**src/rtl/panel_scan_pkg.sv**
```systemverilog
package panel_scan_pkg;
  // one colour triple: bit 2 red, bit 1 green, bit 0 blue
  typedef logic [2:0] rgb_t;
  // system cycles per pixel period
  localparam int unsigned SYS_PER_PIX = 2;
endpackage

```
**src/rtl/panel_rst_sync.sv**
```systemverilog
module panel_rst_sync (
  input  logic clk,
  input  logic rst_n,
  output logic rst_n_sync
);
  logic [1:0] sync_q;

  always_ff @(posedge clk or negedge rst_n) begin
    if (!rst_n) sync_q <= 2'b00;
    else        sync_q <= {sync_q[0], 1'b1};
  end

  assign rst_n_sync = sync_q[1];
endmodule

```
**src/rtl/panel_scan_timer.sv**
```systemverilog
module panel_scan_timer #(
  parameter int unsigned WIDTH = 64,
  localparam int unsigned TW = $clog2(WIDTH + 1)
) (
  input  logic          clk,
  input  logic          rst_n,
  output logic          phase,
  output logic [TW-1:0] tick,
  output logic          shift_tick,
  output logic          line_end
);
  localparam logic [TW-1:0] LAST_TICK = TW'(WIDTH);

  logic          phase_q, phase_d;
  logic [TW-1:0] tick_q, tick_d;

  assign line_end   = (tick_q == LAST_TICK);
  assign shift_tick = (tick_q < LAST_TICK);

  always_comb begin
    phase_d = ~phase_q;
    tick_d  = tick_q;
    if (phase_q) begin
      tick_d = line_end ? '0 : tick_q + 1'b1;
    end
  end

  always_ff @(posedge clk or negedge rst_n) begin
    if (!rst_n) begin
      phase_q <= 1'b0;
      tick_q  <= '0;
    end else begin
      phase_q <= phase_d;
      tick_q  <= tick_d;
    end
  end

  assign phase = phase_q;
  assign tick  = tick_q;


  tick_range_chk: assert property (@(posedge clk) disable iff (!rst_n)
    tick_q <= LAST_TICK);


  tick_hold_chk: assert property (@(posedge clk) disable iff (!rst_n)
    !phase_q |=> $stable(tick_q));
endmodule

```
**src/rtl/panel_row_seq.sv**
```systemverilog
module panel_row_seq #(
  parameter int unsigned ROW_PAIRS = 32,
  parameter int unsigned SUB_W     = 5,
  localparam int unsigned ROW_W = (ROW_PAIRS > 1) ? $clog2(ROW_PAIRS) : 1
) (
  input  logic             clk,
  input  logic             rst_n,
  input  logic             advance,
  output logic [ROW_W-1:0] load_row,
  output logic [ROW_W-1:0] disp_row,
  output logic [SUB_W-1:0] sub,
  output logic             primed
);
  localparam logic [ROW_W-1:0] LAST_ROW = ROW_W'(ROW_PAIRS - 1);

  logic [ROW_W-1:0] load_q, load_d, disp_q, disp_d;
  logic [SUB_W-1:0] sub_q, sub_d;
  logic             primed_q, primed_d;

  always_comb begin
    load_d   = load_q;
    disp_d   = disp_q;
    sub_d    = sub_q;
    primed_d = primed_q;
    if (advance) begin
      disp_d   = load_q;
      primed_d = 1'b1;
      if (load_q == LAST_ROW) begin
        load_d = '0;
        sub_d  = sub_q + 1'b1;
      end else begin
        load_d = load_q + 1'b1;
      end
    end
  end

  always_ff @(posedge clk or negedge rst_n) begin
    if (!rst_n) begin
      load_q   <= '0;
      disp_q   <= '0;
      sub_q    <= '0;
      primed_q <= 1'b0;
    end else begin
      load_q   <= load_d;
      disp_q   <= disp_d;
      sub_q    <= sub_d;
      primed_q <= primed_d;
    end
  end

  assign load_row = load_q;
  assign disp_row = disp_q;
  assign sub      = sub_q;
  assign primed   = primed_q;


  sub_wrap_chk: assert property (@(posedge clk) disable iff (!rst_n)
    (advance && load_q == LAST_ROW && sub_q == {SUB_W{1'b1}}) |=> sub_q == '0);


  sub_still_chk: assert property (@(posedge clk) disable iff (!rst_n)
    (load_q != LAST_ROW || !advance) |=> $stable(sub_q));


  row_wrap_chk: assert property (@(posedge clk) disable iff (!rst_n)
    (advance && load_q == LAST_ROW) |=> load_q == '0);
endmodule

```
**src/rtl/panel_out_stage.sv**
```systemverilog
module panel_out_stage
  import panel_scan_pkg::*;
#(
  parameter int unsigned WIDTH = 64,
  localparam int unsigned TW = $clog2(WIDTH + 1)
) (
  input  logic          clk,
  input  logic          rst_n,
  input  logic          phase,
  input  logic [TW-1:0] tick,
  input  logic          shift_tick,
  input  logic          line_end,
  input  logic          primed,
  input  rgb_t          pix_up,
  input  rgb_t          pix_lo,
  output logic          panel_clk,
  output rgb_t          rgb_top,
  output rgb_t          rgb_bot,
  output logic          latch,
  output logic          oe_n
);
  localparam logic [TW-1:0] OE_FIRST = TW'(2);
  localparam logic [TW-1:0] OE_LAST  = TW'(WIDTH - 2);
  localparam int unsigned   OE_CYC   = SYS_PER_PIX * (WIDTH - 3);
  localparam int unsigned   CW       = $clog2(OE_CYC + 2);

  logic tick_en, oe_on;
  logic pclk_q, pclk_d, latch_q, latch_d, oe_n_q, oe_n_d;
  rgb_t top_q, top_d, bot_q, bot_d;

  assign tick_en = ~phase;
  assign oe_on   = primed && (tick >= OE_FIRST) && (tick <= OE_LAST);

  always_comb begin
    pclk_d  = phase & shift_tick;
    top_d   = top_q;
    bot_d   = bot_q;
    latch_d = latch_q;
    oe_n_d  = oe_n_q;
    if (tick_en) begin
      top_d   = shift_tick ? pix_up : '0;
      bot_d   = shift_tick ? pix_lo : '0;
      latch_d = line_end;
      oe_n_d  = ~oe_on;
    end
  end

  always_ff @(posedge clk or negedge rst_n) begin
    if (!rst_n) begin
      pclk_q  <= 1'b0;
      top_q   <= '0;
      bot_q   <= '0;
      latch_q <= 1'b0;
      oe_n_q  <= 1'b1;
    end else begin
      pclk_q  <= pclk_d;
      top_q   <= top_d;
      bot_q   <= bot_d;
      latch_q <= latch_d;
      oe_n_q  <= oe_n_d;
    end
  end

  assign panel_clk = pclk_q;
  assign rgb_top   = top_q;
  assign rgb_bot   = bot_q;
  assign latch     = latch_q;
  assign oe_n      = oe_n_q;

  // checker counter for the enable window length
  logic [CW-1:0] low_cnt_q;
  always_ff @(posedge clk or negedge rst_n) begin
    if (!rst_n)      low_cnt_q <= '0;
    else if (!oe_n_q) low_cnt_q <= low_cnt_q + 1'b1;
    else             low_cnt_q <= '0;
  end


  oe_window_chk: assert property (@(posedge clk) disable iff (!rst_n)
    $rose(oe_n_q) |-> low_cnt_q == CW'(OE_CYC));


  latch_dark_chk: assert property (@(posedge clk) disable iff (!rst_n)
    latch_q |-> oe_n_q);


  latch_noclk_chk: assert property (@(posedge clk) disable iff (!rst_n)
    latch_q |-> !pclk_q);


  rgb_hold_chk: assert property (@(posedge clk) disable iff (!rst_n)
    pclk_q |-> ($stable(top_q) && $stable(bot_q)));
endmodule

```
**src/rtl/panel_scan_ctrl.sv**
```systemverilog
module panel_scan_ctrl
  import panel_scan_pkg::*;
#(
  parameter int unsigned WIDTH = 64,
  parameter int unsigned ROWS  = 64,
  parameter int unsigned SUB_W = 5,
  localparam int unsigned ROW_PAIRS = ROWS / 2,
  localparam int unsigned ROW_W = (ROW_PAIRS > 1) ? $clog2(ROW_PAIRS) : 1,
  localparam int unsigned COL_W = (WIDTH > 1) ? $clog2(WIDTH) : 1
) (
  input  logic             clk,
  input  logic             rst_n,
  output logic [COL_W-1:0] pix_col,
  output logic [ROW_W-1:0] pix_row,
  output logic [SUB_W-1:0] pix_sub,
  input  logic [2:0]       pix_up,
  input  logic [2:0]       pix_lo,
  output logic             panel_clk,
  output logic [2:0]       rgb_top,
  output logic [2:0]       rgb_bot,
  output logic             latch,
  output logic             oe_n,
  output logic [ROW_W-1:0] addr
);
  localparam int unsigned TW = $clog2(WIDTH + 1);

  logic          rst_n_s;
  logic          phase, shift_tick, line_end, primed;
  logic [TW-1:0] tick;
  logic [ROW_W-1:0] load_row, disp_row;

  panel_rst_sync u_rst (
    .clk        (clk),
    .rst_n      (rst_n),
    .rst_n_sync (rst_n_s)
  );

  panel_scan_timer #(.WIDTH(WIDTH)) u_timer (
    .clk        (clk),
    .rst_n      (rst_n_s),
    .phase      (phase),
    .tick       (tick),
    .shift_tick (shift_tick),
    .line_end   (line_end)
  );

  panel_row_seq #(.ROW_PAIRS(ROW_PAIRS), .SUB_W(SUB_W)) u_rows (
    .clk      (clk),
    .rst_n    (rst_n_s),
    .advance  (~phase & line_end),
    .load_row (load_row),
    .disp_row (disp_row),
    .sub      (pix_sub),
    .primed   (primed)
  );

  panel_out_stage #(.WIDTH(WIDTH)) u_out (
    .clk        (clk),
    .rst_n      (rst_n_s),
    .phase      (phase),
    .tick       (tick),
    .shift_tick (shift_tick),
    .line_end   (line_end),
    .primed     (primed),
    .pix_up     (pix_up),
    .pix_lo     (pix_lo),
    .panel_clk  (panel_clk),
    .rgb_top    (rgb_top),
    .rgb_bot    (rgb_bot),
    .latch      (latch),
    .oe_n       (oe_n)
  );

  assign pix_col = tick[COL_W-1:0];
  assign pix_row = load_row;
  assign addr    = disp_row;


  addr_quiet_chk: assert property (@(posedge clk) disable iff (!rst_n_s)
    (!oe_n && $past(!oe_n)) |-> $stable(addr));


  dark_until_primed_chk: assert property (@(posedge clk) disable iff (!rst_n_s)
    !primed |-> oe_n);
endmodule

```
**config.mk**
```make
export PLATFORM = sky130hd
export DESIGN_NAME = panel_scan_ctrl
export DESIGN_NICKNAME = d
export VERILOG_FILES = /design/src/rtl/panel_scan_pkg.sv /design/src/rtl/panel_rst_sync.sv /design/src/rtl/panel_scan_timer.sv /design/src/rtl/panel_row_seq.sv /design/src/rtl/panel_out_stage.sv /design/src/rtl/panel_scan_ctrl.sv
export SDC_FILE = /design/constraint.sdc
export NUM_CORES = 1
export LEC_CHECK = 0
export ABC_AREA = 1
export CELL_PAD_IN_SITES_DETAIL_PLACEMENT = 1
export CELL_PAD_IN_SITES_GLOBAL_PLACEMENT = 2
export CORE_MARGIN = 3
export CORE_UTILIZATION = 37
export CTS_CLUSTER_SIZE = 16
export DETAILED_ROUTE_END_ITERATION = 12
export DONT_BUFFER_PORTS = 1
export GPL_TIMING_DRIVEN = 1
export PLACE_DENSITY_LB_ADDON = 0.1
export SKIP_CTS_REPAIR_TIMING = 1
export SYNTH_ARGS = -nofsm -noshare
export SYNTH_HDL_FRONTEND = slang
export SYNTH_SLANG_ARGS = --single-unit
```
**constraint.sdc**
```tcl
create_clock -name clk -period 1.4 [get_ports clk]
set_input_delay 0.28 -clock clk [delete_from_list [all_inputs] [get_ports clk]]
set_output_delay 0.28 -clock clk [all_outputs]
set_load 0.05 [all_outputs]
```
-- Word-level counts from Yosys, hierarchy flattened
Cells that the tools add are included.
- multipliers: 0
- add/sub/neg operators: 3
- reduce and logical (&&, ||, !) cells: 3
- magnitude comparators: 3
- eq/ne operators: 2
- bitwise logic cells: 4
- muxes and demuxes: 4
- shift-type cells: 0
- div/mod/pow operators: 0
- operator list (cell ; count):
    adder 5 x 1 -> 5 bit, second input constant ; 2
    adder 7 x 1 -> 7 bit, second input constant ; 1
    == test 7 bit, second input constant ; 1
    greater-or-equal comparator 7 x 2 -> 1 bit, second input constant ; 1
    <= comparator 7 x 6 -> 1 bit, second input constant ; 1
    less-than comparator 7 bit, second input constant ; 1
    2-to-1 mux 7 bit ; 1
    2-to-1 mux 3 bit ; 2
    == test 5 bit, second input constant ; 1
    2-to-1 mux 5 bit ; 1
    bitwise AND 1 bit ; 2
    logical AND 1 bit ; 2
    inverter 1 bit ; 2
    AND reduction 2 bit ; 1
- memories kept: 0
- output and inout bits: 30
- bits in latches: 0
- bits in read-only memories: 0
- memory bits (writable): 0
- logic and storage cells: 31
- register bits after elaboration: 35
- input port bits: 8

-- Logic depth before layout (Yosys ltp)
Gate-level depths: netlist of run 1.
- depth after elaboration: 4
- mapped depth: 7
- mapped depth without buffers: 7

-- Hierarchy
From an unflattened synthesis of run 1, not the netlist that was laid out.
- cell total of the unflattened synthesis: 183
- area total of the unflattened synthesis: 1590.3 um^2
- modules (own cells, without submodules) (module ; instances ; cells an instance ; seq. area each (um^2) ; area each (um^2)):
    panel_row_seq ; 1 ; 74 ; 400.4 ; 680.7
    panel_scan_timer ; 1 ; 55 ; 200.2 ; 445.4
    panel_out_stage ; 1 ; 49 ; 226.5 ; 400.4
    panel_rst_sync ; 1 ; 3 ; 50.0 ; 53.8
    panel_scan_ctrl ; 1 ; 2 ; 0.0 ; 10.0

-- Least setup slack after synthesis of run 1
Ideal clock, no wire load.
- path kind: register to register
- from: reg u_rows.load_q[1], in the netlist u_rows.load_row[1]
- to: reg u_rows.load_q[2], in the netlist u_rows.load_row[2]
- arrival: 1668 ps
- cell stages (with the launch flop): 8
- slack: -389 ps
- library setup time: 120 ps
- period minus slack after synthesis: 1789 ps
- buffers on the path: 0
- data required time: 1280 ps
- path through: dfrtp_1 > ha_1 > inv_1 > nor3_1 > ha_1 > inv_1 > nand2_1 > o21ai_2
- longest elaborated chain between the ends: 2
- elaborated cells on any way between the ends: 3
- those cells by class: add/sub: 1; eq/ne: 1; mux: 1
- ends and longest elaborated chain (element ; RTL line ; RTL):
    from (decl) ; panel_row_seq.sv:16 ; logic [ROW_W-1:0] load_q, load_d, disp_q, disp_d;
    from (signal assigned) ; panel_row_seq.sv:44 ; load_q <= load_d;
    adder 5 x 1 -> 5 bit / == test 5 bit (equally long branches) ; panel_row_seq.sv:32, panel_row_seq.sv:28 ;
    2-to-1 mux 5 bit * ; panel_row_seq.sv:28 ; if (load_q == LAST_ROW) begin
Mark *: on every way between the ends. The rest lies on a longest branch, timed or not.
A chain may end at the register's enable or synchronous reset.

-- Final worst setup path of run 1
- from: reg u_timer.tick_q[1], in the netlist u_timer.tick[1]
- to: out pix_col[1]
- RTL lines (element ; RTL line ; RTL):
    from (decl) ; panel_scan_timer.sv:15 ; logic [TW-1:0] tick_q, tick_d;
    from (signal assigned) ; panel_scan_timer.sv:34 ; tick_q <= tick_d;
    to (decl) ; panel_scan_ctrl.sv:13 ; output logic [COL_W-1:0] pix_col,
No word-level cell between the ends.

==> impl_results.md, run 1 <==
- FF-to-FF End: u_rows.disp_row[0]
- Clock buffer depth: 2
- Antenna violations before repair: 0
- Clock-pin slew on the worst setup and hold paths: 0.08 ns
- Fraction of layout cells with a size suffix above 1: 29.2%
- Vias: 1328
- Io pins: 38
- Fmax: 746 MHz
- Vias/cell: 4.96
- Post-DP Area: 0.00190 mm^2
- Clk sinks: 35
- Final hold slack: 0.131 ns
- Worst IR Drop VDD: 0.508 mV
- Hold Path Sink: u_out.rgb_bot[0]
- Critical path startpoint category: flip-flop
- Pre-Repair DR Iteration Count: 2
- R2R cell count: 6
- Fin nets: 228
- Min Tclk post-route: 1.34 ns
- Post-synthesis cell type count: 26
- Final Max Slew Viols: 0
- Post-Syn Instances: 190
- Hold_sp: pix_lo[0]
- Final WL: 3980 um
- Die footprint: 0.00544 mm^2
- CP arrival: 1.06 ns
- Post-Synthesis Net Count: 203
- FILL cells: 522
- Initial Util: 38.8%
- Worst R2R Start: u_timer.tick[1]
- Leak: 1.02 nW
- Total Routing Usage GR: 15.9%
- Syn Area/Cell: 8.94 um^2
- Req. time, crit path: 1.12 ns
- Final setup skew: 0.00720 ns
- Min-Delay Path Class: in -> reg
- Register area: 883 um^2
- N_diodes: 0
- Critical path peak fanout: 6
- R2R Setup Slk: 0.06 ns
- Setup violators final: 0
- Area grow syn2layout: 20.8%
- Gr ovfl total: 0
- Hold depth: 2
- Status: finished clean
- # port buffers: 0
- DP Wirelength: 2810 um
- Die height: 73.8 um
- Core area: 0.00438 mm^2
- PwrDens: 889 mW/mm^2
- DRC: 0
- CTS Buf Count: 5
- Worst Path Class, Setup: reg -> out
- Antenna Nets Post-Route: 0
- Vias in the first global route: 1376
- Detailed Route Iter0 Violations: 45
- Final Wtd Congestion: 0.791
- Routed WL per cell: 14.8 um
- Rows: 24
- Sequential share of the synthesized area: 51.6%
- Fin. Hold Viols: 0
- Post-route cell area: 0.00205 mm^2
- RSZ-0062 raised after global routing: true
- Netlist Area Pre-Place: 0.00170 mm^2
- Multi-input logic area: 696 um^2
- CTS tree: done
- Yosys warning total: 0
- Root buf cell: clkbuf_8
- First-pass GRT wire length: 6530 um
- Die width: 73.8 um
- Pin count of the biggest net entering global routing: 20
- Final period util: 95.8%
- Max-cap violations: 0
- Post-synthesis register bit count: 35
- Clock Latency Late Sink: 0.29 ns
- H-Tree Depth: 2
- CP endpoint kind: primary output
-- registers in the layout, summed over array words and instances (netlist names) --
| name | cells |
|---|---|
| u_timer.tick | 7 |
| u_rows.disp_row | 5 |
| u_rows.load_row | 5 |
| u_rows.sub | 5 |
| u_out.rgb_bot | 3 |
| u_out.rgb_top | 3 |
| u_rst.sync_q | 2 |
| u_out.latch | 1 |
| u_out.oe_n | 1 |
| u_out.panel_clk | 1 |
| u_rows.primed | 1 |
| u_timer.phase | 1 |
-- per-layer routing --
metal / GRT usage [%] / vias to the layer above / share of wire (%)
met4: 6.64 / 0 / 2.0
li1: - / 649 / -
met5: 0 / - / 0
met3: 4.92 / 7 / 4.9
met2: 25.8 / 25 / 50
met1: 19.4 / 647 / 43
-- where the power goes --
part,internal (mW),switching [mW],leakage [nW]
registers,1.02,0.0400,0.444
logic,0.0140,0.0242,0.530
clock network,0.341,0.383,0.0477
total,1.38,0.447,1.02
-- metrics by stage --
stage | setup TNS, ns | power, mW | setup slack, ns | util, % | cells
after floorplan | -0.484 | 1.10 | -0.0642 | - | 190
after global placement | 0 | 1.12 | 0.107 | 43.3 | 253
after detailed placement | 0 | 1.12 | 0.0287 | 43.3 | 253
after CTS | 0 | 1.85 | 0.0194 | 45.2 | 261
after global routing | -0.325 | 1.92 | -0.0516 | 46.8 | 268
final | 0 | 1.82 | 0.0587 | 46.8 | 268
-- kinds of logic after synthesis --
group	after synthesis	synth area share, %
flip-flops	35	51.6
adder cells (fa/ha/maj)	5	3.68
AO/OA/AOI/OAI	10	4.20
XOR/XNOR	5	2.58
buffers and inverters	32	9.65
other	1	0.221
AND/OR/NAND/NOR	102	28.1
-- final cells by class --
type                    count  share of cell area [%]
repair buffers             29                    12.0
clock buffers               5                    3.35
clock inverters             3                   0.732
flip-flops and latches     35                    43.0
inverters                  21                    3.84
multi-input cells         123                    33.9
well taps                  52                    3.17
-- critical path, cell delays in order, from the launching register on --
cell and delay, ns:
dfrtp_2 0.45, buf_4 0.14, buf_4 0.18
-- layout by cell type (no fill, tap or decap), types with 2 or more instances in the layout --
cell type  synthesis  final
o21ai_0            4      3
clkbuf_8           0      5
inv_1             21     18
nor3_1             3      2
dfrtp_1           34     29
o21ai_2            5      5
buf_4              7     26
clkinv_2           0      3
ha_1               5      3
inv_2              0      3
nor2_1             6      5
nand3_1           14     14
nor2_2             1      2
nand2_2            2      4
nand4_1           10     10
dfrtp_2            0      5
buf_12             0      2
ha_4               0      2
xor2_1             4      4
nand2_1           60     58
-- Yosys cell counts, drive strengths merged --
cell type   n  area share [%]
dfrtp      34              50
buf        11             5.0
nor2        8             2.4
inv        21             4.6
nand4      10             3.7
nand3      16             5.7
ha          5             3.7
nor3        3            0.88
conb        1            0.22
and3        1            0.37
xor2        4             2.1
a21boi      1            0.44
dfstp       1             1.5
o21ai       9             3.8
or2         1            0.37
nand2      63              15
xnor2       1            0.52
-- how the worst max path moves through the flow --
stage,from,end,slack [ns],cells past startpoint
after floorplan,u_rows.load_row[1],u_rows.sub[3],-0.06,7
after global placement,u_timer.tick[1],u_rows.sub[3],0.11,7
after global routing,u_timer.tick[1],u_rows.load_row[0],-0.05,6
after CTS,u_rows.load_row[1],u_rows.sub[3],0.02,7
final,u_timer.tick[1],pix_col[1],0.06,2
after detailed placement,u_rows.load_row[1],u_rows.sub[3],0.03,7
Power figures use the tool's default switching activity.
==> inputs of run 2 (changes only) <==
- MAX_ROUTING_LAYER: default -> met4
- PLACE_DENSITY: default -> 0.83
- PLACE_DENSITY_LB_ADDON: 0.1 -> default
==> run 2 against run 1 <==
Net effect: critical path depth unchanged; largest power group unchanged; total power decreased by 1.3%; via count increased by 0.23%; die area unchanged.
==> impl_results.md, run 2 (synthesized netlist as in run 1, its figures left out) <==
- Status: finished clean
- Critical path peak fanout: 5
- Die footprint: 0.00544 mm^2
- Rows: 24
- Detailed Route Iter0 Violations: 43
- Max-cap violations: 0
- Non-Filler Instances: 266
- Pre-Repair DR Iteration Count: 4
- Fin nets: 226
- Part of the power in registers: 59.0%
- CP arrival: 1.06 ns
- Final setup skew: 0.00460 ns
- CTS Buf Count: 5
- Core area: 0.00438 mm^2
- CP endpoint kind: primary output
- Fraction of layout cells with a size suffix above 1: 27.6%
- Final WL: 4100 um
- First-pass GRT wire length: 6890 um
- Antenna Nets Post-Route: 0
- Final period util: 95.4%
- Clock buffer depth: 2
- Placed cells: 254
- Final Wtd Congestion: 0.807
- Antenna violations before repair: 0
- Leak: 1.00 nW
- Most flop-heavy register: u_timer.tick
- P_int: 1.38 mW
- Min Tclk post-route: 1.34 ns
- Combinational share of power: 1.9%
- Min-Delay Path Class: in -> reg
- Clock-pin slew on the worst setup and hold paths: 0.07 ns
- Total Routing Usage GR: 17.3%
- # port buffers: 0
- Gr ovfl total: 0
- Pin count of the biggest net entering global routing: 20
- Clk sinks: 35
- Worst IR Drop VDD: 0.540 mV
- Vias in the first global route: 1454
- Vias/cell: 5.00
- Commonest non-fill, non-tap cell in the layout: nand2_1
- Critical path startpoint category: flip-flop
- Routed WL per cell: 15.4 um
- Final Max Slew Viols: 0
- PwrDens: 890 mW/mm^2
- Tightest Pin Transition: 0.503 ns
- Pre-CTS WS: 0.0426 ns
- Clock Latency Late Sink: 0.29 ns
- Io pins: 38
- DP Wirelength: 3120 um
- Die width: 73.8 um
- Vias: 1331
- DRC: 0
- Root buf cell: clkbuf_8
- Clk network pwr share: 39.0%
- Worst rel slew slack: 66.5%
- Net switching power: 418 uW
- Worst Path Class, Setup: reg -> out
- Switch share: 23.2%
- Setup violators final: 0
- Req. time, crit path: 1.12 ns
- Fin. Hold Viols: 0
- Area grow syn2layout: 19.0%
- Initial Util: 38.8%
- Max reg flops: 7
- Most frequent cells in the layout: nand2_1, dfrtp_1, buf_4
- CTS tree: done
- Fmax: 748 MHz
- H-Tree Depth: 2
- N_diodes: 0
- Die height: 73.8 um
- Post-route setup slack: 0.0639 ns
==> run 2: final timing paths <==
path                                  from                  to  slack (ns)  cells past startpoint
setup / recovery           u_timer.tick[1]          pix_col[1]        0.06                      2
hold / removal                   pix_up[0]    u_out.rgb_top[0]        0.13                      2
setup reg to reg           u_timer.tick[1]       u_rows.sub[1]        0.08                      7
hold reg to reg            u_rst.sync_q[1]  u_rows.load_row[1]        0.22                      1
max in group asynchronous  u_rst.sync_q[1]          u_out.oe_n        0.92                      1
min in group asynchronous  u_rst.sync_q[1]  u_rows.load_row[1]        0.22                      1
==> run 2: layout make-up <==
type                       instances  area (um^2)
clock inverter                     1         5.00
multi-input combinational        123          696
inverter                          21         78.8
clock buffer                       7         76.3
tap                               52         65.1
timing repair buffer              27          218
fill                             531         2360
sequential                        35          883
==> run 2: power groups by stage <==
| stage | Combinational [mW] | Sequential, mW | Clock, mW |
|---|---|---|---|
| global route | 0.0419 | 1.06 | 0.780 |
| global placement | 0.0310 | 1.08 | 0 |
| CTS | 0.0339 | 1.06 | 0.724 |
| detailed placement | 0.0340 | 1.08 | 0 |
| floorplan | 0.00791 | 1.09 | 0 |
| finish | 0.0348 | 1.06 | 0.703 |
==> run 2: critical path, cell delays in order (launching register included) <==
cell and delay, ns:
dfrtp_2 0.44, buf_4 0.15, buf_4 0.18
==> run 2: stage by stage <==
stage	power [mW]	setup TNS (ns)	util (%)	cell area, um^2	hold WS, ns
after floorplan	1.10	-0.484	-	1730	-0.0156
after global placement	1.11	0	43.2	1890	-0.0155
after detailed placement	1.12	0	43.2	1890	-0.0155
after CTS	1.82	0	45.1	1980	-0.329
after global routing	1.88	-0.0348	46.1	2020	0.139
final	1.80	0	46.1	2020	0.132
==> run 2: metal layers <==
metal	global-route usage (%)	part of all wire [%]
met5	-	0
met4	6.64	1.4
met3	5.88	6.8
met1	19.0	39
met2	28.7	53
